## src/rtl/mdm_status_pkg.sv

```systemverilog
package mdm_status_pkg;
   localparam int MAX_LINES = 16;

   typedef struct packed {
      logic carrier;
      logic ring;
   } line_bits_t;
endpackage

```

## src/rtl/mdm_dtr_track.sv

```systemverilog
module mdm_dtr_track #(
   parameter int NUM_LINES = 8
) (
   input  logic                 clk,
   input  logic                 rst_n,
   input  logic                 init_i,
   input  logic                 wr_i,
   input  logic [NUM_LINES-1:0] dtr_in_i,
   input  logic                 hup_en_i,
   input  logic [NUM_LINES-1:0] up_i,
   output logic [NUM_LINES-1:0] dtr_eff_o,
   output logic [NUM_LINES-1:0] drop_o,
   output logic [NUM_LINES-1:0] hangup_o
);
   logic [NUM_LINES-1:0] dtr_q;
   logic [NUM_LINES-1:0] hup_q;
   logic                 drop_gate;

   assign drop_gate = wr_i & hup_en_i & ~init_i;
   assign dtr_eff_o = wr_i ? dtr_in_i : dtr_q;
   assign drop_o    = {NUM_LINES{drop_gate}} & dtr_q & ~dtr_in_i & up_i;
   assign hangup_o  = hup_q;

   always_ff @(posedge clk or negedge rst_n) begin
      if (!rst_n) begin
         dtr_q <= '0;
         hup_q <= '0;
      end else if (init_i) begin
         dtr_q <= '0;
         hup_q <= '0;
      end else begin
         if (wr_i) dtr_q <= dtr_in_i;
         hup_q <= drop_o;
      end
   end
endmodule

```

## src/rtl/mdm_line_cell.sv

```systemverilog
module mdm_line_cell
   import mdm_status_pkg::*;
(
   input  logic       clk,
   input  logic       rst_n,
   input  logic       init_i,
   input  logic       en_i,
   input  logic       wr_i,
   input  logic       dtr_new_i,
   input  logic       dtr_eff_i,
   input  logic       conn_i,
   input  logic       disc_i,
   input  logic       up_i,
   input  logic       drop_i,
   output line_bits_t st_o
);
   line_bits_t st_q;
   line_bits_t nxt;

   always_comb begin
      nxt = st_q;
      if (en_i) begin
         if (wr_i) begin
            if (dtr_new_i && st_q.ring) nxt.carrier = 1'b1;
            if (dtr_new_i)              nxt.ring    = 1'b0;
            if (drop_i)                 nxt.carrier = 1'b0;
         end
         if (conn_i) begin
            if (dtr_eff_i) nxt.carrier = 1'b1;
            else           nxt.ring    = 1'b1;
         end
         if (disc_i) begin
            nxt.ring    = 1'b0;
            nxt.carrier = 1'b0;
         end
         if (!up_i) nxt.carrier = 1'b0;
      end
   end

   always_ff @(posedge clk or negedge rst_n) begin
      if (!rst_n)      st_q <= '0;
      else if (init_i) st_q <= '0;
      else             st_q <= nxt;
   end

   assign st_o = st_q;
endmodule

```

## src/rtl/mdm_status_keeper.sv

```systemverilog
module mdm_status_keeper
   import mdm_status_pkg::*;
#(
   parameter int NUM_LINES = 8
) (
   input  logic                   clk,
   input  logic                   rst_n,
   input  logic                   full_init_i,
   input  logic                   mdm_en_i,
   input  logic                   auto_hup_en_i,
   input  logic [NUM_LINES-1:0]   conn_i,
   input  logic [NUM_LINES-1:0]   disc_i,
   input  logic [NUM_LINES-1:0]   line_up_i,
   input  logic                   tcr_wr_i,
   input  logic [2*NUM_LINES-1:0] tcr_data_i,
   output logic [2*NUM_LINES-1:0] msr_o,
   output logic [NUM_LINES-1:0]   hangup_o
);
   localparam int WORD_W = 2 * NUM_LINES;

   if (NUM_LINES < 1 || NUM_LINES > MAX_LINES) begin : g_bad_lines
      $error("mdm_status_keeper: NUM_LINES out of range");
   end

   logic [NUM_LINES-1:0] dtr_new;
   logic [NUM_LINES-1:0] dtr_eff;
   logic [NUM_LINES-1:0] drop;
   logic [NUM_LINES-1:0] ring_v;
   logic [NUM_LINES-1:0] carrier_v;

   assign dtr_new = tcr_data_i[WORD_W-1:NUM_LINES];

   mdm_dtr_track #(.NUM_LINES(NUM_LINES)) u_track (
      .clk       (clk),
      .rst_n     (rst_n),
      .init_i    (full_init_i),
      .wr_i      (tcr_wr_i),
      .dtr_in_i  (dtr_new),
      .hup_en_i  (mdm_en_i & auto_hup_en_i),
      .up_i      (line_up_i),
      .dtr_eff_o (dtr_eff),
      .drop_o    (drop),
      .hangup_o  (hangup_o)
   );

   for (genvar li = 0; li < NUM_LINES; li++) begin : g_line
      line_bits_t st;
      mdm_line_cell u_cell (
         .clk       (clk),
         .rst_n     (rst_n),
         .init_i    (full_init_i),
         .en_i      (mdm_en_i),
         .wr_i      (tcr_wr_i),
         .dtr_new_i (dtr_new[li]),
         .dtr_eff_i (dtr_eff[li]),
         .conn_i    (conn_i[li]),
         .disc_i    (disc_i[li]),
         .up_i      (line_up_i[li]),
         .drop_i    (drop[li]),
         .st_o      (st)
      );
      assign ring_v[li]    = st.ring;
      assign carrier_v[li] = st.carrier;
   end

   assign msr_o = {carrier_v, ring_v};
endmodule

```

## config.mk

```make
export PLATFORM = sky130hd
export DESIGN_NAME = mdm_status_keeper
export DESIGN_NICKNAME = d
export VERILOG_FILES = /design/src/rtl/mdm_status_pkg.sv /design/src/rtl/mdm_dtr_track.sv /design/src/rtl/mdm_line_cell.sv /design/src/rtl/mdm_status_keeper.sv
export SDC_FILE = /design/constraint.sdc
export NUM_CORES = 1
export LEC_CHECK = 0
export BUFFER_PORTS_ARGS = -buffer_cell sky130_fd_sc_hd__clkbuf_2
export CAP_MARGIN = 10
export CORE_MARGIN = 4
export CORE_UTILIZATION = 47
export DETAILED_ROUTE_END_ITERATION = 12
export PLACE_DENSITY = 0.91
export SLEW_MARGIN = 30
export SYNTH_ARGS = -nofsm -noshare
export SYNTH_HDL_FRONTEND = slang
export SYNTH_SLANG_ARGS = --single-unit
```

## constraint.sdc

```tcl
create_clock -name clk -period 1.4 [get_ports clk]
set_input_delay 0.14 -clock clk [delete_from_list [all_inputs] [get_ports clk]]
set_output_delay 0.14 -clock clk [all_outputs]
set_load 0.02 [all_outputs]
```

==> results by group, run 1 <==
Status
  – Status: completed

STA
  – Max-slew headroom: 0.544
  – Endpoints failing setup: 0
  – TNS Setup: 0 ps
  – Final-report max-slew violation count: 0
  – Worst Clk Skew: 6.01 ps
  – Setup ws final: 193 ps
  – Crit path time final: 1210 ps
  – Final worst-path cycle share: 0.862
  – Final Hold Vio Count: 0
  – Worst-Margin Slew: 681 ps
  – RSZ-0062 raised after global routing: false
  – Highest clock rate: 828 MHz

Setup path
  – RR Startpoint: u_track.dtr_q[5]$_DFF_PN0_
  – Critical Path AT: 1430 ps
  – Worst EP required: 1620 ps
  – Setup CP Type: reg -> reg
  – Worst Setup SP: u_track.dtr_q[5]$_DFF_PN0_
  – R2R Setup Slk: 190 ps
  – CP Max Fanout: 3
  – Worst-path cell chain: or3b_1 > a221o_1
  – CP max-delay cell: dfrtp_1
  – CP endpoint kind: flip-flop
  – Crit-path max cell delay: 390 ps
  – Nature of the critical path startpoint: flip-flop

Die
  – Die width: 67.4 µm
  – DIE AREA: 4540 µm²
  – Row cnt: 21
  – Starting density of the core: 0.493
  – Ports: 70
  – Die height: 67.4 µm
  – CORE AREA: 3360 µm²

CTS
  – CTS max path bufs: 2
  – Cts repair resizes: 0
  – H-tree Lvls: 2
  – Clock sinks: 32
  – TritonCTS Buffers: 5
  – CTS root buffer: clkbuf_4
  – Worst-Skew Late Latency: 330 ps
  – Setup bufs post-CTS: 0
  – TritonCTS clock tree: built
  – Clock-pin slew on the worst setup and hold paths: 100 ps

Logic synthesis
  – Post-synth EDFFs: 0
  – Mapped Nets: 213
  – Most numerous cell in the Yosys netlist: dfrtp_1
  – Cells after synthesis: 167
  – Sequential cell area fraction in the yosys report: 0.483
  – Yosys top cell area share: 0.483
  – Synth async-reset ratio: 1.00
  – Syn avg cell area: 9.92 µm²
  – Top cells by count, synth: dfrtp_1 (32), nand2_1 (16), a21oi_1 (11), inv_1 (11), nand2b_1 (9)
  – Seq cells post-synth: 32
  – Main synth FF type: dfrtp_1
  – Largest area contributor in the netlist: dfrtp_1
  – Synth warn: 0
  – Post-Synthesis Cell Area: 1660 µm²
  – Synth area leaders: dfrtp_1 (48%), nand2_1 (3.6%), o211ai_1 (3.6%)
  – Synth unique cells: 37

Global route
  – Initial antenna violation count: 0
  – Largest net degree at the start of global routing: 24
  – Vias in the first global route: 1480
  – First-pass GRT wire length: 6650 µm
  – Global route overflow: 0
  – GRT Overall Usage: 0.198

Min path
  – Hold WC Path Type: in -> reg
  – Worst Hold Launch: line_up_i[0]

Detailed routing
  – Drt drc: 0
  – Drt via density: 5.57
  – Vias: 1600
  – Wire per inst: 14.6 µm
  – Initial DRT Pass Iterations: 5
  – DR iter-0 viols: 96
  – Final ANT Viol Nets: 0
  – DRT Wirelength: 4180 µm

Layout
  – Synthesis-to-layout area growth: 29.5%
  – Antenna cells: 0
  – Final nets: 286
  – Non-filler cells in the finished layout: 287
  – Number of fill cells in the layout: 315
  – Layout cells sized above 1: 0.320

Placed design
  – Port Buf Inserts: 61
  – Post-detail-place hpwl: 3180 µm
  – Placed Cells incl. Taps: 276
  – Gpl congestion: 0.804
  – Pre-CTS setup slack: 14.2 ps

Power and ir drop
  – Worst IR Drop VDD: 0.468 mV
  – PwrDens: 838 nW/µm²
  – Leak Pwr: 0.00111 µW

Run
  – Max-cap violation count: 0
-- power breakdown --
part	total, µW	internal [µW]	switching, µW	leakage [µW]
clock	547	248	300	0.0000326
combinational	287	122	165	0.000642
sequential	964	947	17.2	0.000440
-- registers in the layout, indices dropped and copies added, names as in the netlist --
register            cells
u_track.hangup_o        8
g_line.u_cell.st_o     16
u_track.dtr_q           8
-- final cells by class --
cell class,count,area (µm²),area share
Inverter,11,41.3,0.0193
Tap cell,46,57.6,0.0268
Multi-Input combinational cell,117,783,0.365
Sequential cell,32,801,0.373
Clock buffer,8,58.8,0.0274
Timing Repair Buffer,73,403,0.188
-- worst paths after layout --
kind | endpoint | depth (start not counted)
max | g_line[5].u_cell.st_o[1]$_DFFE_PN0P_ | 2
min | u_track.hangup_o[0]$_DFF_PN0_ | 3
max reg2reg | g_line[5].u_cell.st_o[1]$_DFFE_PN0P_ | 2
min reg2reg | g_line[3].u_cell.st_o[1]$_DFFE_PN0P_ | 2
max in group asynchronous | g_line[3].u_cell.st_o[0]$_DFFE_PN0P_ | 3
min in group asynchronous | u_track.hangup_o[5]$_DFF_PN0_ | 2
-- critical path, delay by kind of cell, from the launching register on --
family / cells / cell delay, ps
flip-flops: 1 / 390
AND/OR/NAND/NOR: 1 / 380
AO/OA/AOI/OAI: 1 / 330
-- layer usage --
metal / track usage / vias up / routed length, µm
met4: 0.0886 / 0 / 82
met3: 0.0466 / 9 / 309
li1: - / 767 / -
met1: 0.231 / 763 / 1780
met2: 0.345 / 61 / 2000
met5: 0 / - / 0
-- per-stage QoR --
step	hold WS [ps]	utilization	power, µW	cell area [µm²]
after floorplan	-156	-	1110	1660
after global placement	158	0.611	1250	2060
after detailed placement	154	0.611	1260	2060
after CTS	2.57	0.638	1810	2140
after global routing	18.2	0.638	1880	2140
final	15.4	0.638	1800	2140
-- what timing repair did --
item,4_1_cts,5_1_grt
hold buffers,3,0
endpoints found under the setup margin,0,0
hold endpoints to repair,23,0
-- placed cells by master (no fill, tap or decap), types with 4 or more instances in the layout --
master and count:
o211ai_1 8, mux2i_1 5, a21oi_1 11, dfrtp_1 32
nor2_1 8, a211oi_1 4, buf_4 9, nand3_1 4
nor2b_1 5, clkbuf_4 5, nor3_1 5, clkbuf_2 61
inv_1 11, nand2b_1 9, a221o_1 4, nand2_1 16
-- kinds of logic (layout without fill, tap and decap cells) --
group	Yosys count	count (layout)	synth area share
buffers and inverters	18	92	0.0438
AND/OR/NAND/NOR	66	66	0.236
flip-flops	32	32	0.483
AO/OA/AOI/OAI	45	45	0.200
multiplexers	6	6	0.0370
(Power assumes the default switching activity.)
==> inputs of run 2 (changes only) <==
--- a/config.mk
+++ b/config.mk
@@ -7,6 +7,7 @@
 export LEC_CHECK = 0
 export BUFFER_PORTS_ARGS = -buffer_cell sky130_fd_sc_hd__clkbuf_2
 export CAP_MARGIN = 10
+export CORE_ASPECT_RATIO = 0.75
 export CORE_MARGIN = 4
 export CORE_UTILIZATION = 47
 export DETAILED_ROUTE_END_ITERATION = 12
==> run 2 against run 1 <==
Effect of this change:
- global-route usage is essentially flat
- maximum frequency grew 0.15%
- combinational power grew 3%
- flip-flop and latch count is the same
- first-iteration DRC count shrank 29%
- sequential power is essentially flat
- cell area grew 1.8%
- wire length grew 1.8%
- clock-buffer cell count is the same
- highest routed layer unchanged
==> results by group, run 2 (synthesis gave the netlist of run 1 again) <==
Global route
  – GRT Overall Usage: 0.199
  – Initial antenna violation count: 0
  – Vias in the first global route: 1531
  – First-pass GRT wire length: 6960 µm
  – Largest net degree at the start of global routing: 33
  – Global route overflow: 0

Setup path
  – Setup CP Type: reg -> reg
  – Worst EP required: 1570 ps
  – CP Max Fanout: 3
  – Worst Setup SP: u_track.dtr_q[7]$_DFF_PN0_
  – CP endpoint kind: flip-flop
  – Critical Path AT: 1380 ps
  – Nature of the critical path startpoint: flip-flop
  – RR Startpoint: u_track.dtr_q[7]$_DFF_PN0_

STA
  – Max-slew headroom: 0.742
  – Final Hold Vio Count: 0
  – Highest clock rate: 830 MHz
  – Crit path time final: 1210 ps
  – Worst Clk Skew: 4.94 ps
  – Final-report max-slew violation count: 0
  – Endpoints failing setup: 0
  – RSZ-0062 raised after global routing: false
  – TNS Setup: 0 ps
  – Worst-Margin Slew: 378 ps
  – Final worst-path cycle share: 0.861

Power and ir drop
  – P_int: 1480 µW
  – Clock network power share: 0.368
  – Register share of total power: 0.484
  – Switching power of the nets: 518 µW
  – Worst IR Drop VDD: 0.494 mV
  – Sw Ratio: 0.260
  – PwrDens: 913 nW/µm²
  – Combinational share of power: 0.148
  – Leak Pwr: 0.00114 µW

CTS
  – CTS max path bufs: 2
  – Clock-pin slew on the worst setup and hold paths: 70 ps
  – TritonCTS clock tree: built
  – TritonCTS Buffers: 5
  – CTS root buffer: clkbuf_8
  – H-tree Lvls: 2
  – Worst-Skew Late Latency: 290 ps
  – Clock sinks: 32

Die
  – CORE AREA: 3330 µm²
  – Ports: 70
  – DIE AREA: 4550 µm²
  – Die width: 76.6 µm
  – Row cnt: 18
  – Die height: 59.4 µm
  – Starting density of the core: 0.497

Layout
  – Synthesis-to-layout area growth: 31.8%
  – Final nets: 287
  – Post-Route Utilization: 0.655
  – Most frequent cells in the layout: clkbuf_2 (61), dfrtp_1 (32), nand2_1 (16)
  – Layout cells sized above 1: 0.331
  – Number of fill cells in the layout: 277
  – Antenna cells: 0
  – Max reg flops: 16
  – Commonest non-fill, non-tap cell in the layout: clkbuf_2

Detailed routing
  – DR iter-0 viols: 68
  – Initial DRT Pass Iterations: 4
  – Drt drc: 0
  – Drt via density: 5.67
  – DRT Wirelength: 4250 µm
  – Final ANT Viol Nets: 0
  – Vias: 1599
  – Wire per inst: 15.1 µm

Status
  – Status: completed

Placed design
  – Port Buf Inserts: 61
  – Gpl congestion: 0.894
  – Post-detail-place hpwl: 3280 µm

Min path
  – Hold WC Path Type: in -> reg
  – Worst Hold Launch: tcr_data_i[8]

Run
  – Max-cap violation count: 0
run 2: cell types whose count changed in the layout (fill, tap and decap cells not counted):
cell	delta
clkbuf_4	-5
dlygate4sd3_1	-2
clkbuf_8	+5
buf_12	+1
buf_4	+2
run 2: timing repair:
| item | in CTS | in global routing |
|---|---|---|
| setup buffers | 0 | 0 |
| hold endpoints to repair | 32 | 0 |
| resized for setup | 0 | 0 |
| hold buffers | 1 | 0 |
run 2: worst max-delay path, cell delays in order, from the launching register on:
cell     delay (ps)
dfrtp_1         370
nand2_1          50
or3_1           340
a221o_1         330
run 2: final cells by class:
cell class	count	area (µm²)	area share
Sequential cell	32	801	0.367
Multi-Input combinational cell	117	783	0.359
Timing Repair Buffer	74	418	0.191
Clock buffer	8	90.1	0.0413
Tap cell	40	50.0	0.0229
Inverter	11	41.3	0.0189
run 2: routing by layer:
metal	share of wire	GRT usage	routed length, µm
met1	0.45	0.251	1930
met2	0.47	0.324	1980
met5	0	0	0
met3	0.079	0.0745	336
met4	0.0024	0.0568	10
run 2: stage by stage:
| step | hold WS [ps] | instance area [µm²] | total power, µW | std cells | worst slack (ps) |
|---|---|---|---|---|---|
| 6_report | 41.1 | 2180 | 1990 | 282 | 195 |
| 3_3_place_gp | 181 | 2080 | 1270 | 273 | 127 |
| 3_5_place_dp | 189 | 2080 | 1270 | 273 | 88.8 |
| 5_1_grt | 34.8 | 2180 | 2090 | 282 | 83.9 |
| 4_1_cts | 32.3 | 2180 | 2020 | 282 | 189 |
| 2_1_floorplan | -156 | 1660 | 1110 | 167 | 220 |
run 2: power groups by stage:
stage          combinational [µW]  sequential (µW)  clock, µW
6_report                      295              965        734
5_1_grt                       326              967        795
4_1_cts                       296              965        754
3_3_place_gp                  285              980          0
3_5_place_dp                  293              982          0
2_1_floorplan                 121              992          0
run 2: final timing paths:
kind,end,depth (start not counted),slack [ps]
min in group asynchronous,u_track.hangup_o[5]$_DFF_PN0_,3,420
worst max-delay path,g_line[7].u_cell.st_o[1]$_DFFE_PN0P_,3,190
worst min-delay path,u_track.hangup_o[0]$_DFF_PN0_,2,40
worst max register to register,g_line[7].u_cell.st_o[1]$_DFFE_PN0P_,3,190
max in group asynchronous,u_track.hangup_o[3]$_DFF_PN0_,3,690
worst min register to register,g_line[4].u_cell.st_o[1]$_DFFE_PN0P_,2,530
